==> config.mk <==
export PLATFORM = sky130hd
export DESIGN_NAME = monitor_rx
export DESIGN_NICKNAME = d
export VERILOG_FILES = /design/src/rtl/mon_rx_pkg.sv /design/src/rtl/mon_rx_detect.sv /design/src/rtl/mon_rx_ctl.sv /design/src/rtl/mon_rx_buf.sv /design/src/rtl/mon_rx_ack.sv /design/src/rtl/monitor_rx.sv
export SDC_FILE = /design/constraint.sdc
export NUM_CORES = 1
export LEC_CHECK = 0
export BUFFER_PORTS_ARGS = -buffer_cell sky130_fd_sc_hd__buf_2
export CORE_MARGIN = 4
export CORE_UTILIZATION = 50
export DETAILED_ROUTE_END_ITERATION = 8
export HOLD_SLACK_MARGIN = 0.02
export PLACE_DENSITY = 0.81
export SYNTH_ARGS = -nofsm -noshare
export SYNTH_HDL_FRONTEND = slang
export SYNTH_SLANG_ARGS = --single-unit
==> constraint.sdc <==
create_clock -name clk_i -period 2.44 [get_ports clk_i]
set_input_delay 0.366 -clock clk_i [delete_from_list [all_inputs] [get_ports clk_i]]
set_output_delay 0.366 -clock clk_i [all_outputs]
set_load 0.01 [all_outputs]
==> src/rtl/mon_rx_pkg.sv <==
package mon_rx_pkg;
  typedef enum logic [1:0] {
    ST_IDLE  = 2'd0,
    ST_MSG   = 2'd1,
    ST_ABORT = 2'd2
  } rx_state_e;

  typedef struct packed {
    logic frame;  // strobe of this cycle
    logic fall;   // MX active after an inactive frame
    logic eom;    // second consecutive inactive frame
  } frame_evt_t;
endpackage

==> src/rtl/mon_rx_detect.sv <==
module mon_rx_detect
  import mon_rx_pkg::*;
(
  input  logic       clk_i,
  input  logic       rst_ni,
  input  logic       frame_i,
  input  logic       mx_i,
  output frame_evt_t evt_o
);
  logic mx_prev_q;

  always_ff @(posedge clk_i or negedge rst_ni) begin
    if (!rst_ni)      mx_prev_q <= 1'b1;
    else if (frame_i) mx_prev_q <= mx_i;
  end

  always_comb begin
    evt_o.frame = frame_i;
    evt_o.fall  = frame_i & ~mx_i & mx_prev_q;
    evt_o.eom   = frame_i & mx_i & mx_prev_q;
  end
endmodule

==> src/rtl/mon_rx_ctl.sv <==
module mon_rx_ctl
  import mon_rx_pkg::*;
#(
  parameter int ABORT_FRAMES = 2
) (
  input  logic       clk_i,
  input  logic       rst_ni,
  input  frame_evt_t evt_i,
  input  logic       avail_i,
  output rx_state_e  state_o,
  output rx_state_e  state_next_o,
  output logic       latch_o,
  output logic       eom_irq_o,
  output logic       overrun_o,
  output logic       abort_o
);
  localparam int CNT_W = $clog2(ABORT_FRAMES + 1);
  localparam logic [CNT_W-1:0] CNT_MAX = CNT_W'(ABORT_FRAMES);

  rx_state_e        state_q, state_d;
  logic [CNT_W-1:0] cnt_q, cnt_d;
  logic             eom_p, ovr_set, eom_q, ovr_q;

  always_comb begin
    state_d = state_q;
    cnt_d   = cnt_q;
    latch_o = 1'b0;
    eom_p   = 1'b0;
    ovr_set = 1'b0;
    if (evt_i.frame) begin
      unique case (state_q)
        ST_IDLE: if (evt_i.fall) begin
          state_d = ST_MSG;
          latch_o = 1'b1;
        end
        ST_MSG: begin
          if (evt_i.fall) begin
            if (avail_i) begin
              state_d = ST_ABORT;
              ovr_set = 1'b1;
              cnt_d   = '0;
            end else begin
              latch_o = 1'b1;
            end
          end else if (evt_i.eom) begin
            state_d = ST_IDLE;
            eom_p   = 1'b1;
          end
        end
        ST_ABORT: begin
          if (cnt_q < CNT_MAX) cnt_d = cnt_q + CNT_W'(1);
          if (evt_i.eom && cnt_d >= CNT_MAX) begin
            state_d = ST_IDLE;
            eom_p   = 1'b1;
          end
        end
        default: state_d = ST_IDLE;
      endcase
    end
  end

  always_ff @(posedge clk_i or negedge rst_ni) begin
    if (!rst_ni) begin
      state_q <= ST_IDLE;
      cnt_q   <= '0;
      eom_q   <= 1'b0;
      ovr_q   <= 1'b0;
    end else begin
      state_q <= state_d;
      cnt_q   <= cnt_d;
      eom_q   <= eom_p;
      if (latch_o && state_q == ST_IDLE) ovr_q <= 1'b0;
      else if (ovr_set)                  ovr_q <= 1'b1;
    end
  end

  assign state_o      = state_q;
  assign state_next_o = state_d;
  assign eom_irq_o    = eom_q;
  assign overrun_o    = ovr_q;
  assign abort_o      = (state_q == ST_ABORT);

  assert_overrun_abort_R8: assert property (@(posedge clk_i) disable iff (!rst_ni)
    $rose(overrun_o) |-> abort_o);
  assert_abort_exit_R9: assert property (@(posedge clk_i) disable iff (!rst_ni)
    $fell(abort_o) |-> eom_irq_o);
endmodule

==> src/rtl/mon_rx_buf.sv <==
module mon_rx_buf #(
  parameter int DW = 8
) (
  input  logic          clk_i,
  input  logic          rst_ni,
  input  logic          latch_i,
  input  logic [DW-1:0] mon_data_i,
  input  logic          rd_i,
  input  logic          in_msg_i,
  output logic [DW-1:0] data_o,
  output logic          avail_o,
  output logic          irq_o,
  output logic          ack_set_o
);
  logic [DW-1:0] data_q;
  logic          avail_q, irq_q;

  always_ff @(posedge clk_i or negedge rst_ni) begin
    if (!rst_ni) begin
      data_q  <= '0;
      avail_q <= 1'b0;
      irq_q   <= 1'b0;
    end else begin
      irq_q <= latch_i;
      if (latch_i) begin
        data_q  <= mon_data_i;
        avail_q <= 1'b1;
      end else if (rd_i) begin
        avail_q <= 1'b0;
      end
    end
  end

  // only reads of live data during a message earn an acknowledge
  assign ack_set_o = rd_i & avail_q & in_msg_i;
  assign data_o    = data_q;
  assign avail_o   = avail_q;
  assign irq_o     = irq_q;

  assert_irq_avail_R2: assert property (@(posedge clk_i) disable iff (!rst_ni)
    irq_q |-> avail_q);
endmodule

==> src/rtl/mon_rx_ack.sv <==
module mon_rx_ack
  import mon_rx_pkg::*;
(
  input  logic      clk_i,
  input  logic      rst_ni,
  input  logic      frame_i,
  input  rx_state_e state_i,
  input  rx_state_e state_next_i,
  input  logic      ack_set_i,
  output logic      mr_o
);
  logic mr_q, mr_d, req_q, req_d;

  always_comb begin
    mr_d  = mr_q;
    req_d = req_q | ack_set_i;
    if (frame_i) begin
      if (state_next_i != ST_MSG) begin
        mr_d  = 1'b1;
        req_d = 1'b0;
      end else if (req_q) begin
        if (!mr_q) begin
          mr_d = 1'b1;          // inactive gap before re-activation
        end else begin
          mr_d  = 1'b0;
          req_d = ack_set_i;
        end
      end
    end
  end

  always_ff @(posedge clk_i or negedge rst_ni) begin
    if (!rst_ni) begin
      mr_q  <= 1'b1;
      req_q <= 1'b0;
    end else begin
      mr_q  <= mr_d;
      req_q <= req_d;
    end
  end

  assign mr_o = mr_q;

  assert_mr_idle_R2: assert property (@(posedge clk_i) disable iff (!rst_ni)
    (state_i != ST_MSG) |-> mr_q);
  assert_mr_ack_R4: assert property (@(posedge clk_i) disable iff (!rst_ni)
    $fell(mr_q) |-> $past(req_q));
  assert_mr_frame_R5: assert property (@(posedge clk_i) disable iff (!rst_ni)
    !$stable(mr_q) |-> $past(frame_i));
endmodule

==> src/rtl/monitor_rx.sv <==
module monitor_rx
  import mon_rx_pkg::*;
#(
  parameter int DW           = 8,
  parameter int ABORT_FRAMES = 2
) (
  input  logic          clk_i,
  input  logic          rst_ni,
  input  logic          frame_i,
  input  logic          mx_i,
  input  logic [DW-1:0] mon_data_i,
  input  logic          rd_i,
  output logic          mr_o,
  output logic [DW-1:0] rx_data_o,
  output logic          rx_avail_o,
  output logic          rx_irq_o,
  output logic          eom_irq_o,
  output logic          overrun_o,
  output logic          abort_o
);
  frame_evt_t evt;
  rx_state_e  state, state_next;
  logic       latch, ack_set;

  mon_rx_detect u_detect (
    .clk_i  (clk_i),
    .rst_ni (rst_ni),
    .frame_i(frame_i),
    .mx_i   (mx_i),
    .evt_o  (evt)
  );

  mon_rx_ctl #(.ABORT_FRAMES(ABORT_FRAMES)) u_ctl (
    .clk_i       (clk_i),
    .rst_ni      (rst_ni),
    .evt_i       (evt),
    .avail_i     (rx_avail_o),
    .state_o     (state),
    .state_next_o(state_next),
    .latch_o     (latch),
    .eom_irq_o   (eom_irq_o),
    .overrun_o   (overrun_o),
    .abort_o     (abort_o)
  );

  mon_rx_buf #(.DW(DW)) u_buf (
    .clk_i     (clk_i),
    .rst_ni    (rst_ni),
    .latch_i   (latch),
    .mon_data_i(mon_data_i),
    .rd_i      (rd_i),
    .in_msg_i  (state == ST_MSG),
    .data_o    (rx_data_o),
    .avail_o   (rx_avail_o),
    .irq_o     (rx_irq_o),
    .ack_set_o (ack_set)
  );

  mon_rx_ack u_ack (
    .clk_i       (clk_i),
    .rst_ni      (rst_ni),
    .frame_i     (frame_i),
    .state_i     (state),
    .state_next_i(state_next),
    .ack_set_i   (ack_set),
    .mr_o        (mr_o)
  );
endmodule

Word-level counts from Yosys, hierarchy flattened

Index checks and enable logic that the tools add are counted.

Word-level logic and storage cells: 73
Input bits: 13
Output and inout port bits: 14
Bits in registers: 19

Add/subtract/negate cells: 1
Equal/unequal tests: 5
Magnitude comparators: 2
Muxes and demuxes: 38
Reductions and logical operators: 9
Bitwise operators: 8

Operators by type and width:

| kind                  | number |
|---|---|
| $mux W1               | 23 |
| $mux W2               | 11 |
| $reduce_bool A2 Y1    | 4 |
| $and A1 B1 Y1         | 6 |
| $pmux W2 S3           | 1 |
| $ne A2 B2 Y1 const B  | 2 |
| $pmux W1 S2           | 2 |
| $pmux W2 S2           | 1 |
| $reduce_and A4 Y1     | 1 |
| $add A2 B1 Y2 const B | 1 |
| $eq A2 B1 Y1 const B  | 1 |
| $eq A2 B2 Y1 const B  | 1 |
| $ge A2 B2 Y1 const B  | 1 |
| $logic_and A1 B1 Y1   | 2 |
| $logic_not A2 Y1      | 1 |
| $lt A2 B2 Y1 const B  | 1 |
| $ne A2 B1 Y1 const B  | 1 |
| $reduce_and A2 Y1     | 1 |
| $not A1 Y1            | 1 |
| $or A1 B1 Y1          | 1 |

Logic depth before layout (Yosys ltp)

Word-level depth: 12
Depth in mapped cells: 8
Depth with buffers taken out: 7

By module

A second synthesis with hierarchy kept.

Cells, all modules: 82
Area, all modules: 977.2 µm²

Modules (own cells, without submodules):

| module        | area each (µm²) | instances | cells each |
|---|---|---|---|
| mon_rx_buf    | 400.4           | 1         | 22 |
| mon_rx_ctl    | 392.9           | 1         | 44 |
| mon_rx_ack    | 103.8           | 1         | 10 |
| mon_rx_detect | 66.3            | 1         | 5 |
| monitor_rx    | 13.8            | 1         | 1 |

Worst setup path after synthesis

OpenSTA, ideal clock, no wires.

Path type: reg2reg
Start point: reg u_ctl.state_q[1], in the netlist u_ctl.state_o[1]
End point: reg u_buf.data_q[0], in the netlist u_buf.data_o[0]
Slack: 732 ps
Required time: 2,315 ps
Cell stages (with the launch flop): 8
Clock period less this slack: 1,708 ps
Path buffers: 1
Arrival: 1,583 ps
Setup time: 125 ps
Cells stage by stage: dfrtp_1 > inv_1 > ha_1 > buf_2 > inv_1 > nor2_1 > o21ai_2 > mux2_2

Word-level cells in the longest chain between the ends: 3

RTL lines:

| element                                                 | line             | source |
|---|---|---|
| start: declaration                                      | mon_rx_ctl.sv:20 | `rx_state_e state_q, state_d;` |
| start signal: assignment                                | mon_rx_ctl.sv:69 | `state_q <= state_d;` |
| $eq A2 B1 Y1 / $logic_not A2 Y1 (equally long branches) | mon_rx_ctl.sv:31 | `unique case (state_q)` |
| $pmux W1 S2 *                                           | mon_rx_ctl.sv:31 |  |
| $mux W1 *                                               | mon_rx_ctl.sv:30 | `if (evt_i.frame) begin` |
| end signal: assignment                                  | mon_rx_buf.sv:26 | `data_q <= mon_data_i;` |
| end: declaration                                        | mon_rx_buf.sv:15 | `logic [DW-1:0] data_q;` |

Every way passes the cells marked *; elsewhere a longest branch is shown, timed or not.
A chain may end at the register's enable or synchronous reset.

Final worst setup path

Start point: reg u_ctl.state_q[1], in the netlist u_ctl.state_o[1]
End point: reg u_buf.data_q[1], in the netlist u_buf.data_o[1]

The elaborated chain is that of the path after synthesis.

==> key figures <==
Global routing
  – Initial antenna violation count: 0
  – First-pass GRT wire length: between 3000 and 4000 um
  – Gr usage total: 15.78%
  – Vias in the first global route: 686
  – Largest net degree at the start of global routing: 20
  – Total gr overflow: 0

Clocking
  – Clock Sinks: 19
  – Clock Path Buffers: 2
  – H-Tree Depth: 1
  – Num CTS Buffers: 3
  – Reg clk slew, reported paths: 110 ps
  – CTS tree: yes
  – CTS resizes: 0
  – Cts hold-fix bufs: 1
  – Root Buffer: clkbuf_4
  – Clock Latency Late Sink: 300 ps
  – Number of post-CTS setup repair buffers: 0

Worst hold path
  – HP Class: input port to flop
  – Min-Delay Path Depth: 2

Detailed routing
  – Post-DRT Antenna Nets: 0
  – Total Routed Length: 1789 um
  – Drt initial violations: 6
  – Drt wl/cell: around 13 um
  – Vias post-DR: between 700 and 800
  – Routed vias/inst: 5.108
  – DRC: 0
  – DR pass1 iterations: 4

Setup path
  – CP endpoint kind: flop
  – Worst R2R Start: u_ctl.state_o[1]
  – Worst R2R End: u_buf.data_o[1]
  – Critical path required time: between 2000 and 3000 ps
  – Startpoint Class: flop
  – Family with the most delay on the worst path: flip-flops
  – Worst path arrival time: around 2100 ps
  – Slowest stage delay, CP: 440 ps
  – Crit-path max FO: 10
  – CP Buf/Inv Count: 2
  – R2R cell count: 6
  – Flop-to-flop setup slack: 540 ps
  – Cell count along the critical path: 6
  – Crit path kind: flop to flop
  – Cell mode on critical path: inv_1
  – Worst Setup EP: u_buf.data_o[1]
  – Crit path launch: u_ctl.state_o[1]
  – CP max stage cell: dfrtp_1
  – Worst-path cell chain: inv_1 -> ha_1 -> inv_1 -> nor2_1 -> o21ai_2 -> mux2_2

Synthesis
  – Synth top cells by count: 17 x dfrtp_1, 9 x mux2_2, 8 x nor2_1, 7 x inv_1
  – Post-synthesis async set-or-reset flop share: 100.0%
  – Seq/Total Area, Yosys: 50.07%
  – Ys Warns: 0
  – Synth top area share: 44.56%
  – Most frequent cell after synthesis: dfrtp_1
  – Mapped Cells: 86
  – Area contributors post-synth: dfrtp_1 45%, mux2_2 11%, ha_1 6.6%
  – Syn_nets: between 100 and 150
  – Synth Flop Type: dfrtp_1
  – Post-synth EDFFs: 0
  – Distinct cell type count after synthesis: 30
  – Syn avg cell area: between 10 and 15 um2
  – Synth Register Bits: 19
  – Post-Syn Area: roughly 950 um2
  – Area leader, netlist: dfrtp_1

Timing
  – Final max-slew violation count: 0
  – Relative slew slack: 67.83%
  – Worst Tran Pin Value: 482.5 ps
  – Clk_skew: between 2 and 3 ps
  – Final min period: roughly 1900 ps
  – Setup violators final: 0
  – Setup_tns: 0 ps
  – Final Worst Setup Slack: about 540 ps
  – Highest clock rate: 525.4 MHz
  – Period utilization: between 70 and 80%
  – RSZ-0062 raised after global routing: false
  – Hold Violations, Final: 0

Outcome
  – Status: complete, no violations

Floorplanning
  – Starting Density: 54.11%
  – Die X: 51.70 um
  – Core region area: between 0.0015 and 0.002 mm2
  – Ports: 27
  – Die Ht: 51.70 um
  – FP Rows: 15
  – Full die area: 0.002672 mm2

Power
  – Design Power: 1.076 mW
  – Power density over the cells: 950.4 mW/mm2
  – Static Leakage: 0.5617 nW
  – Worst VDD drop: 0.0004981 V

Placed design
  – Final HPWL DP: 1348 um
  – Final Wtd Congestion: 0.7950
  – IO buf count: 26
  – Worst slack at placement: between 500 and 600 ps

Cells and area
  – Antenna Cells: 0
  – Area grow syn2layout: 18.61%
  – Layout cell share with drive strength beyond 1: 39.47%
  – Final Net Count: between 100 and 150

Flow run
  – Max_cap viols: 0
-- state kept, by name (all words and copies together) (netlist names) --
register,cells
u_detect.mx_prev_q,1
u_ctl.state_o,2
u_ctl.cnt_q,2
u_ctl.eom_irq_o,1
u_buf.avail_o,1
u_buf.data_o,8
u_ctl.overrun_o,1
u_ack.req_q,1
u_ack.mr_o,1
u_buf.irq_o,1
-- layout by cell type, fill, tap and decap left out, types with 2 or more instances in the layout --
cell type | synthesis | final
a21oi_1 | 3 | 3
and2_1 | 2 | 2
buf_2 | 2 | 26
clkbuf_4 | 0 | 3
dfrtp_1 | 17 | 17
dfstp_2 | 2 | 2
ha_1 | 5 | 5
inv_1 | 7 | 7
mux2_2 | 9 | 9
nand2_1 | 5 | 5
nand3b_1 | 2 | 2
nand4_1 | 2 | 2
nor2_1 | 8 | 8
o21a_1 | 2 | 2
o21ai_0 | 4 | 4
-- kinds of logic after synthesis --
kind of cell             count (synthesis)  share of synthesized area (%)
AND/OR/NAND/NOR                         26                          15.20
buffers and inverters                   10                          4.981
AO/OA/AOI/OAI                           17                          12.58
multiplexers                             9                          10.62
flip-flops                              19                          50.07
adder cells (fa/ha/maj)                  5                          6.553
-- power breakdown --
part | internal [mW] | switching (mW) | leakage, nW
clock | 0.0612 | 0.101 | 0.0177
sequential | 0.418 | 0.0599 | 0.238
combinational | 0.205 | 0.231 | 0.306
total | 0.684 | 0.392 | 0.562
-- worst register-to-register path: cells and delay by family (launching register included) --
| kind | cells | cell delay (ps) |
|---|---|---|
| AOI/OAI and AO/OA | 1 | 400 |
| DFF | 1 | 440 |
| muxes | 1 | 400 |
| adders and majority gates | 1 | 290 |
| and+or+nand+nor | 1 | 60 |
| buffers and inverters | 2 | 210 |
-- worst min-delay path by stage --
stage                       from                to
final                       rd_i     u_buf.avail_o
after global routing        rd_i     u_buf.avail_o
after CTS                   rd_i     u_buf.avail_o
after detailed placement  rst_ni  u_ctl.state_o[0]
after global placement    rst_ni  u_ctl.state_o[0]
after floorplan           rst_ni       u_ack.req_q
-- metrics by stage --
step           std cells  utilization (%)  hold slack [ps]  area, um2
2_1_floorplan         86                -            70.41      954.7
3_3_place_gp         134            62.06            316.2       1095
3_5_place_dp         134            62.06            323.7       1095
4_1_cts              139            64.18            251.4       1132
5_1_grt              139            64.18            265.7       1132
6_report             139            64.18            268.6       1132
-- area by class of cell --
type                    instances  area [um2]
flip-flops and latches         19       478.0
fillers                       160       631.9
multi-input cells              57       429.2
clock buffers                   3       22.52
well taps                      25       31.28
clock inverters                 1       5.005
inverters                       7       26.28
repair buffers                 27       140.1
-- metal layers --
layer | vias to the layer above | wire [um] | track usage (%)
met5 | - | 0 | 0
met4 | 0 | 43 | 10.48
met3 | 4 | 85 | 3.725
met2 | 18 | 859 | 25.42
met1 | 332 | 801 | 18.58
li1 | 356 | - | -
(Power assumes the default switching activity.)
